`src/rtl/fir_pkg.sv`:
```
package fir_pkg;

    localparam int TAPS   = 4;
    localparam int ADDR_W = $clog2(TAPS);
    localparam int MODE_W = 3;

    typedef enum logic [MODE_W-1:0] {
        MODE_PASS   = 3'd0,
        MODE_MEAN   = 3'd1,
        MODE_SMOOTH = 3'd2,
        MODE_EDGE   = 3'd3,
        MODE_USER   = 3'd4
    } fir_mode_e;

    // Built-in weight of a tap for a preset mode, scaled by 2**frac.
    // Unlisted codes fall back to pass-through.
    function automatic int preset_weight(logic [MODE_W-1:0] m, int tap, int frac);
        int unity;
        unity = 1 << frac;
        unique case (m)
            MODE_MEAN:   return unity / 4;
            MODE_SMOOTH: return (tap == 0 || tap == TAPS - 1) ? unity / 8 : (3 * unity) / 8;
            MODE_EDGE:   return (tap == 0) ? unity / 2 : ((tap == 1) ? -(unity / 2) : 0);
            default:     return (tap == 0) ? unity : 0;
        endcase
    endfunction

endpackage

```
`src/rtl/fir_coef_bank.sv`:
```
module fir_coef_bank #(
    parameter int COEF_W = 8,
    parameter int FRAC_W = 6
) (
    input  logic                                    clk,
    input  logic                                    rst,
    input  logic                                    wr_en,
    input  logic [fir_pkg::ADDR_W-1:0]              wr_addr,
    input  logic [COEF_W-1:0]                       wr_data,
    input  logic [fir_pkg::MODE_W-1:0]              mode,
    output logic [fir_pkg::TAPS*COEF_W-1:0]         sel_coefs
);

    localparam int TAPS = fir_pkg::TAPS;

    logic [COEF_W-1:0] user_q [TAPS];

    // Run-time programmable bank, cleared by reset.
    always_ff @(posedge clk) begin
        if (rst) begin
            for (int i = 0; i < TAPS; i++) begin
                user_q[i] <= '0;
            end
        end else if (wr_en) begin
            user_q[wr_addr] <= wr_data;
        end
    end

    // Per-tap selection between the preset weight and the user bank.
    for (genvar t = 0; t < TAPS; t++) begin : g_sel
        logic [COEF_W-1:0] preset_c;
        always_comb begin
            preset_c = COEF_W'(fir_pkg::preset_weight(mode, t, FRAC_W));
            if (mode == fir_pkg::MODE_USER) begin
                sel_coefs[t*COEF_W +: COEF_W] = user_q[t];
            end else begin
                sel_coefs[t*COEF_W +: COEF_W] = preset_c;
            end
        end
    end

endmodule

```
`src/rtl/fir_delay_line.sv`:
```
module fir_delay_line #(
    parameter int DATA_W = 8
) (
    input  logic                              clk,
    input  logic                              rst,
    input  logic [DATA_W-1:0]                 din,
    output logic [fir_pkg::TAPS*DATA_W-1:0]   taps
);

    localparam int TAPS = fir_pkg::TAPS;

    // Slot 0 holds the newest sample; the line advances on every clock.
    for (genvar k = 0; k < TAPS; k++) begin : g_slot
        always_ff @(posedge clk) begin
            if (rst) begin
                taps[k*DATA_W +: DATA_W] <= '0;
            end else if (k == 0) begin
                taps[k*DATA_W +: DATA_W] <= din;
            end else begin
                taps[k*DATA_W +: DATA_W] <= taps[(k-1)*DATA_W +: DATA_W];
            end
        end
    end

endmodule

```
`src/rtl/fir_mac.sv`:
```
module fir_mac #(
    parameter int DATA_W = 8,
    parameter int COEF_W = 8,
    parameter int FRAC_W = 6
) (
    input  logic [fir_pkg::TAPS*DATA_W-1:0]  taps,
    input  logic [fir_pkg::TAPS*COEF_W-1:0]  coefs,
    output logic [DATA_W-1:0]                y
);

    localparam int TAPS   = fir_pkg::TAPS;
    localparam int PROD_W = DATA_W + COEF_W;
    localparam int SUM_W  = PROD_W + $clog2(TAPS) + 1;
    localparam int OUT_HI = (1 << (DATA_W - 1)) - 1;
    localparam int OUT_LO = -(1 << (DATA_W - 1));

    logic signed [PROD_W-1:0] prod [TAPS];
    logic signed [SUM_W-1:0]  acc;
    logic signed [SUM_W-1:0]  rounded;
    logic signed [SUM_W-1:0]  scaled;

    // All products in parallel.
    for (genvar i = 0; i < TAPS; i++) begin : g_mul
        assign prod[i] = $signed(taps[i*DATA_W +: DATA_W]) * $signed(coefs[i*COEF_W +: COEF_W]);
    end

    always_comb begin
        acc = '0;
        for (int i = 0; i < TAPS; i++) begin
            acc = acc + SUM_W'(prod[i]);
        end
        rounded = acc + SUM_W'(1 << (FRAC_W - 1));
        scaled  = rounded >>> FRAC_W;
        if (scaled > OUT_HI) begin
            y = DATA_W'(OUT_HI);
        end else if (scaled < OUT_LO) begin
            y = DATA_W'(OUT_LO);
        end else begin
            y = DATA_W'(scaled);
        end
    end

endmodule

```
`src/rtl/mode_fir.sv`:
```
module mode_fir #(
    parameter int DATA_W = 8,
    parameter int COEF_W = 8,
    parameter int FRAC_W = 6
) (
    input  logic                          clk,
    input  logic                          rst,
    input  logic                          in_valid,
    input  logic [DATA_W-1:0]             in_sample,
    input  logic [fir_pkg::MODE_W-1:0]    mode,
    input  logic                          cfg_we,
    input  logic [fir_pkg::ADDR_W-1:0]    cfg_addr,
    input  logic [COEF_W-1:0]             cfg_wdata,
    output logic                          out_valid,
    output logic [DATA_W-1:0]             out_sample
);

    localparam int TAPS = fir_pkg::TAPS;

    logic [TAPS*COEF_W-1:0] sel_coefs;
    logic [TAPS*COEF_W-1:0] coef_q;
    logic [TAPS*DATA_W-1:0] hist_q;
    logic [DATA_W-1:0]      y_next;
    logic                   cap_valid_q;

    fir_coef_bank #(
        .COEF_W (COEF_W),
        .FRAC_W (FRAC_W)
    ) u_bank (
        .clk       (clk),
        .rst       (rst),
        .wr_en     (cfg_we),
        .wr_addr   (cfg_addr),
        .wr_data   (cfg_wdata),
        .mode      (mode),
        .sel_coefs (sel_coefs)
    );

    // Capture stage: history and the coefficient set travel together.
    fir_delay_line #(
        .DATA_W (DATA_W)
    ) u_line (
        .clk  (clk),
        .rst  (rst),
        .din  (in_sample),
        .taps (hist_q)
    );

    always_ff @(posedge clk) begin
        if (rst) begin
            coef_q      <= '0;
            cap_valid_q <= 1'b0;
        end else begin
            coef_q      <= sel_coefs;
            cap_valid_q <= in_valid;
        end
    end

    fir_mac #(
        .DATA_W (DATA_W),
        .COEF_W (COEF_W),
        .FRAC_W (FRAC_W)
    ) u_mac (
        .taps  (hist_q),
        .coefs (coef_q),
        .y     (y_next)
    );

    // Output stage.
    always_ff @(posedge clk) begin
        if (rst) begin
            out_sample <= '0;
            out_valid  <= 1'b0;
        end else begin
            out_sample <= y_next;
            out_valid  <= cap_valid_q;
        end
    end

endmodule

```
`config.mk`:
```
export PLATFORM = sky130hd
export DESIGN_NAME = mode_fir
export DESIGN_NICKNAME = d
export VERILOG_FILES = /design/src/rtl/fir_pkg.sv /design/src/rtl/fir_coef_bank.sv /design/src/rtl/fir_delay_line.sv /design/src/rtl/fir_mac.sv /design/src/rtl/mode_fir.sv
export SDC_FILE = /design/constraint.sdc
export NUM_CORES = 1
export LEC_CHECK = 0
export ABC_AREA = 1
export BUFFER_PORTS_ARGS = -buffer_cell sky130_fd_sc_hd__buf_2
export CAP_MARGIN = 20
export CORE_MARGIN = 4
export CORE_UTILIZATION = 40
export CTS_BUF_LIST = sky130_fd_sc_hd__clkbuf_8 sky130_fd_sc_hd__clkbuf_16
export DETAILED_ROUTE_END_ITERATION = 12
export PLACE_DENSITY = 0.57
export SLEW_MARGIN = 20
export SYNTH_ARGS = -nofsm -noshare
export SYNTH_HDL_FRONTEND = slang
export SYNTH_SLANG_ARGS = --single-unit
```
`constraint.sdc`:
```
create_clock -name clk -period 12.02 [get_ports clk]
set_clock_uncertainty 0.1 [all_clocks]
set_input_delay 1.202 -clock clk [delete_from_list [all_inputs] [get_ports clk]]
set_output_delay 1.202 -clock clk [all_outputs]
set_load 0.01 [all_outputs]
```
* After elaboration in Yosys (flattened, before gate mapping) *
Memories as Yosys holds them, arrays and structs flattened.
Index checks and enable logic that the tools add are counted.

operators by class
  reduce and logical (&&, ||, !) cells = 2
  eq/ne operators = 4
  multipliers = 4
  magnitude comparators = 2
  add/sub/neg operators = 4
  mux-type cells = 18

operators by type and width
  kind                                                            number
  multiplier 8 x 8 -> 16 bit                                      4
  two-way mux 8 bit                                               6
  one-hot mux 8 bit (3 select lines)                              1
  one-hot mux 7 bit (3 select lines)                              1
  one-hot mux 5 bit (2 select lines)                              2
  adder 19 x 16 -> 19 bit                                         1
  adder 19 x 7 -> 19 bit, second input constant                   1
  adder 17 x 16 -> 18 bit                                         1
  adder 16 x 16 -> 17 bit                                         1
  greater-than comparator 13 x 8 -> 1 bit, second input constant  1
  less-than comparator 13 x 8 -> 1 bit, second input constant     1
  OR reduction 8 bit                                              1
  two-way mux 7 bit                                               1
  equality test 3 x 2 -> 1 bit, second input constant             2
  two-way mux 1 bit                                               6
  equality test 3 x 1 -> 1 bit, second input constant             1
  equality test 3 bit, second input constant                      1
  two-way mux 2 bit                                               1
  OR reduction 2 bit                                              1

storage, ports and cells
  RAM bits = 32
  flip-flop bits (word level) = 74
  output and inout bits = 9
  input port bits = 25
  word-level logic and storage cells = 44
  memories kept = 1

memories
  memory         depth  bits a word  read ports  clocked after Yosys merged registers in  write ports  RTL line             text
  u_bank.user_q  4      8            4           0                                        4            fir_coef_bank.sv:16  logic [COEF_W-1:0] user_q [TAPS];

* Logic depth before layout (Yosys ltp) *
  depth after elaboration = 8
  depth in mapped cells = 45
  gate-level depth less buffers = 44

* Hierarchy *
Synthesis repeated with hierarchy kept, for this count alone.

second synthesis, totals
  cell total of the unflattened synthesis = 1,852
  area, all modules = 15,606.2 sq um

by module, submodules not included
  module          sequential area each (sq um)  instances  area each (sq um)  cells each
  fir_mac         0.0                           1          11,901.4           1,457
  fir_coef_bank   960.9                         1          1,577.8            165
  mode_fir        840.8                         1          1,212.4            131
  fir_delay_line  640.6                         1          914.6              99

* Least setup slack after synthesis *
No wires, ideal clock.

  kind = register -> register
  start = reg u_line.taps[6] in the netlist's numbering
  end = reg out_sample[6]
  stages on the path, launching flop included = 39
  data required time = 11.853 ns
  period minus slack after synthesis = 9.410 ns
  path slack = 2.610 ns
  arrival time = 9.243 ns
  library setup time = 0.067 ns
  cells stage by stage = dfxtp_1 -> clkbuf_1 -> nand2_1 -> fa_1 -> inv_1 -> fa_1 -> inv_1 -> fa_1 -> fa_1 -> inv_1 -> fa_1 -> fa_1 -> inv_1 -> fa_1 -> inv_1 -> ha_1 -> nand3_1 -> and2_1 -> [3 not listed] -> xor2_1 -> fa_1 -> fa_1 -> fa_1 -> inv_1 -> fa_1 -> ha_1 -> ha_1 -> nand2_1 -> nor4_1 -> nand2_1 -> nand2_1 -> nand2_1 -> nand2_2 -> nand3_1 -> nand2_2 -> nand2_1 -> a21oi_2

between the ends
  longest elaborated chain between the ends = 8
  elaborated cells between the ends (all ways) = 9

ends and longest elaborated chain
  item                                  RTL line              text
  start, declared                       fir_delay_line.sv:7   output logic [fir_pkg::TAPS*DATA_W-1:0] taps
  start signal, assigned by index       fir_delay_line.sv:18  taps[k*DATA_W +: DATA_W] <= din;
  start signal, assigned by index       fir_delay_line.sv:20  taps[k*DATA_W +: DATA_W] <= taps[(k-1)*DATA_W +: DATA_W];
  multiplier 8 x 8 -> 16 bit (*)        fir_mac.sv:24         assign prod[i] = $signed(taps[i*DATA_W +: DATA_W]) * $signed(coefs[i*COEF_W +: COEF_W]);
  adder 16 x 16 -> 17 bit (*)           fir_mac.sv:30         acc = acc + SUM_W'(prod[i]);
  adder 17 x 16 -> 18 bit (*)           fir_mac.sv:30
  adder 19 x 16 -> 19 bit (*)           fir_mac.sv:30
  adder 19 x 7 -> 19 bit (*)            fir_mac.sv:32         rounded = acc + SUM_W'(1 << (FRAC_W - 1));
  less-than comparator 13 x 8 -> 1 bit  fir_mac.sv:36         end else if (scaled < OUT_LO) begin
  two-way mux 8 bit                     fir_mac.sv:36
  two-way mux 7 bit (*)                 fir_mac.sv:34         if (scaled > OUT_HI) begin
  end signal, assigned                  mode_fir.sv:75        out_sample <= y_next;
  end, declared                         mode_fir.sv:15        output logic [DATA_W-1:0] out_sample

Mark *: on every way between the ends. The rest lies on a longest branch, timed or not.
A chain may end at the register's enable or synchronous reset.

* Final worst setup path *
  start = reg u_line.taps[6] in the netlist's numbering
  end = reg out_sample[5]

Same word-level chain as after synthesis.

==> flow_summary.json <==
{
  "regArea_um2": 2440,
  "power_leakage_nw": 9.14,
  "detail-route-antenna-nets": 0,
  "drt_pre_antenna_iters": 5,
  "seq_area_frac_synth_pct": 15.8,
  "area_delta_synth_final_pct": 5.49,
  "cts_sinks": 106,
  "die_area_um2": 41800,
  "maxCapViolations": 0,
  "startpoint_type": "flop",
  "cts.path.max_buffers": 2,
  "stdcell_count": 2303,
  "start_util_pct": 40.8,
  "route.met2.wl_um": 16800,
  "grt_overflow": 0,
  "grt_setup_unrepaired": "no",
  "vias": 10310,
  "ys_types": 32,
  "async_reset_ff_share_pct": 0,
  "cts_root_buffer": "clkbuf_16",
  "clkLatencyLatePin_ps": 380,
  "post-route-period-util_pct": 83.9,
  "post-place-cells": 2287,
  "slowest_delay_ps": 570,
  "synth_largest_area_cell": "fa_1",
  "wl_per_cell_um": 14.6,
  "end_kind": "flop",
  "syn_area_um2": 15400,
  "fmax_ghz": 0.0992,
  "syn_avg_cell_area_um2": 8.53,
  "cts_resized": 0,
  "min_period_ps": 10080,
  "holdBufCountCts": 0,
  "met1Wirelength_um": 15200,
  "r2r_slack_ps": 1940,
  "yosysMostFrequentCell": "inv_1",
  "grt_use_total_pct": 17.5,
  "slew_headroom_pct": 25.6,
  "routed-wl-met3_um": 1270,
  "p_per_area_nw_per_um2": 68.6,
  "crit_top_cell": "fa_1",
  "multi_input_area_um2": 10500,
  "tns_ps": 0,
  "yosys_warnings": 0,
  "antenna_found_initial": 0,
  "yosys-top-cells-count": "inv_1 (601), nand2_1 (322), fa_1 (318)",
  "grt_pass1_wl_um": 57400,
  "worst_pin_slew_ps": 1100,
  "fillers": 3855,
  "drive_gt1_share_pct": 4.35,
  "clk_pin_slew_ps": 80,
  "routed_via_density": 4.48,
  "routed_wirelength_um": 33700,
  "drt-initial-drc-count": 469,
  "synth_fp_nets": 2263,
  "htreeDepth": 3,
  "cts_buffers": 9,
  "cts.repair_timing.setup_buffer_count": 0,
  "globalplace.congestion": 0.849,
  "cp_max_fo": 9,
  "maxSlewViolCount": 0,
  "port-buffer-count": 33,
  "crit_slowest_cell": "fa_1",
  "synthCells": 1810,
  "crit_family": "adder cells",
  "die_h_um": 204,
  "ios": 34,
  "top_layer_used": "met4",
  "synth_ff_type": "dfxtp_1",
  "cts_tree": "built",
  "netlist_top_cells_area": "fa_1 (41%), inv_1 (15%), dfxtp_1 (9.6%), ha_1 (8.9%), nand2_1 (7.8%)",
  "ys_seq_elements": 106,
  "post-route-util_pct": 43.0,
  "rows": 71,
  "status": "finished, final reports clean",
  "synthDominantCellAreaShare_pct": 41.2,
  "ir_drop_mv": 0.0706,
  "path_buf_inv": 7,
  "cp.required_ps": 12220,
  "n_antenna_cell": 0,
  "synth_edf_count": 32,
  "crit_arrival_ps": 10280,
  "grt_pass1_vias": 11057,
  "min_path_type": "flop to flop",
  "die_w_um": 204,
  "grt_max_degree": 46,
  "nNetsFinal": 2240,
  "hold_viol_final": 0,
  "placed_area_um2": 16000,
  "dpl.hpwl_um": 29400,
  "worstSetupPathType": "flop to flop",
  "setup_violations": 0,
  "drc_errors": 0,
  "fin_area_um2": 16300,
  "core-area_um2": 37800
}
where the power goes:
part           total [mW]  internal [mW]  switching (mW)
Sequential          0.419          0.394          0.0248
Combinational       0.397          0.154           0.243
Clock               0.301          0.145           0.156
logic make-up (layout without fill, tap and decap cells):
| logic type | Yosys count | after routing | synth area share, % |
|---|---|---|---|
| buf+inv | 674 | 656 | 16.4 |
| simple gates | 495 | 495 | 12.8 |
| xor+xnor | 40 | 40 | 2.27 |
| flops | 106 | 106 | 15.8 |
| compound gates | 67 | 67 | 2.50 |
| fa+ha+maj | 428 | 428 | 50.2 |
sequential cells by signal, summed over array words and instances, names as in the netlist:
name and count:
coef_q 32, u_bank.user_q 32, u_line.taps 32, out_sample 8
cap_valid_q 1, out_valid 1
worst min-delay path, cell delays in order, from the launching register on:
cell and delay (ps):
dfxtp_1 300, inv_1 40, nor2_1 30
metal layers:
metal  vias to the layer above  track usage (%)
li1                       4980                -
met1                      5139             23.7
met2                       164             30.1
met3                        27             2.70
met4                         0             3.28
met5                         -                0
per-stage QoR:
step	power (mW)	worst slack, ps	hold slack, ps
after floorplan	0.719	2610	288
after global placement	0.824	1950	288
after detailed placement	0.830	1910	295
after CTS	1.14	1870	305
after global routing	1.21	1340	330
final	1.12	1940	303
placed cells by master, fill, tap and decap left out, types with 2 or more instances in the layout:
cell type,count
a21o_1,3
a21oi_1,29
a21oi_2,4
and2_1,4
buf_2,33
buf_4,2
clkbuf_16,9
clkinv_1,3
clkinvlp_4,2
dfxtp_1,74
edfxtp_1,32
fa_1,318
ha_1,110
inv_1,602
inv_6,2
nand2_1,322
nand2_2,12
nand3_1,13
nand3b_1,3
nor2_1,114
nor2_2,3
nor3_1,15
o21ai_0,20
o21bai_1,3
o31ai_1,5
or2_2,6
xnor2_1,23
xor2_1,17
layout make-up:
cell class                      count  share of cell area [%]
Multi-Input combinational cell   1030                    64.2
Sequential cell                   106                    15.0
Clock buffer                        9                    1.38
Tap cell                          511                    3.93
Timing Repair Buffer               35                    1.11
Inverter                          605                    13.9
Clock inverter                      7                   0.392
path summary, 6_finish.rpt:
check / from / to / depth (start not counted)
worst min-delay path: cap_valid_q$_SDFF_PP0_ / out_valid$_SDFF_PP0_ / 2
worst max-delay path: u_line.taps[6]$_SDFF_PP0_ / out_sample[5]$_SDFF_PP0_ / 39
worst min register to register: cap_valid_q$_SDFF_PP0_ / out_valid$_SDFF_PP0_ / 2
worst max register to register: u_line.taps[6]$_SDFF_PP0_ / out_sample[5]$_SDFF_PP0_ / 39
No activity file was read; power rests on OpenSTA's default activity.
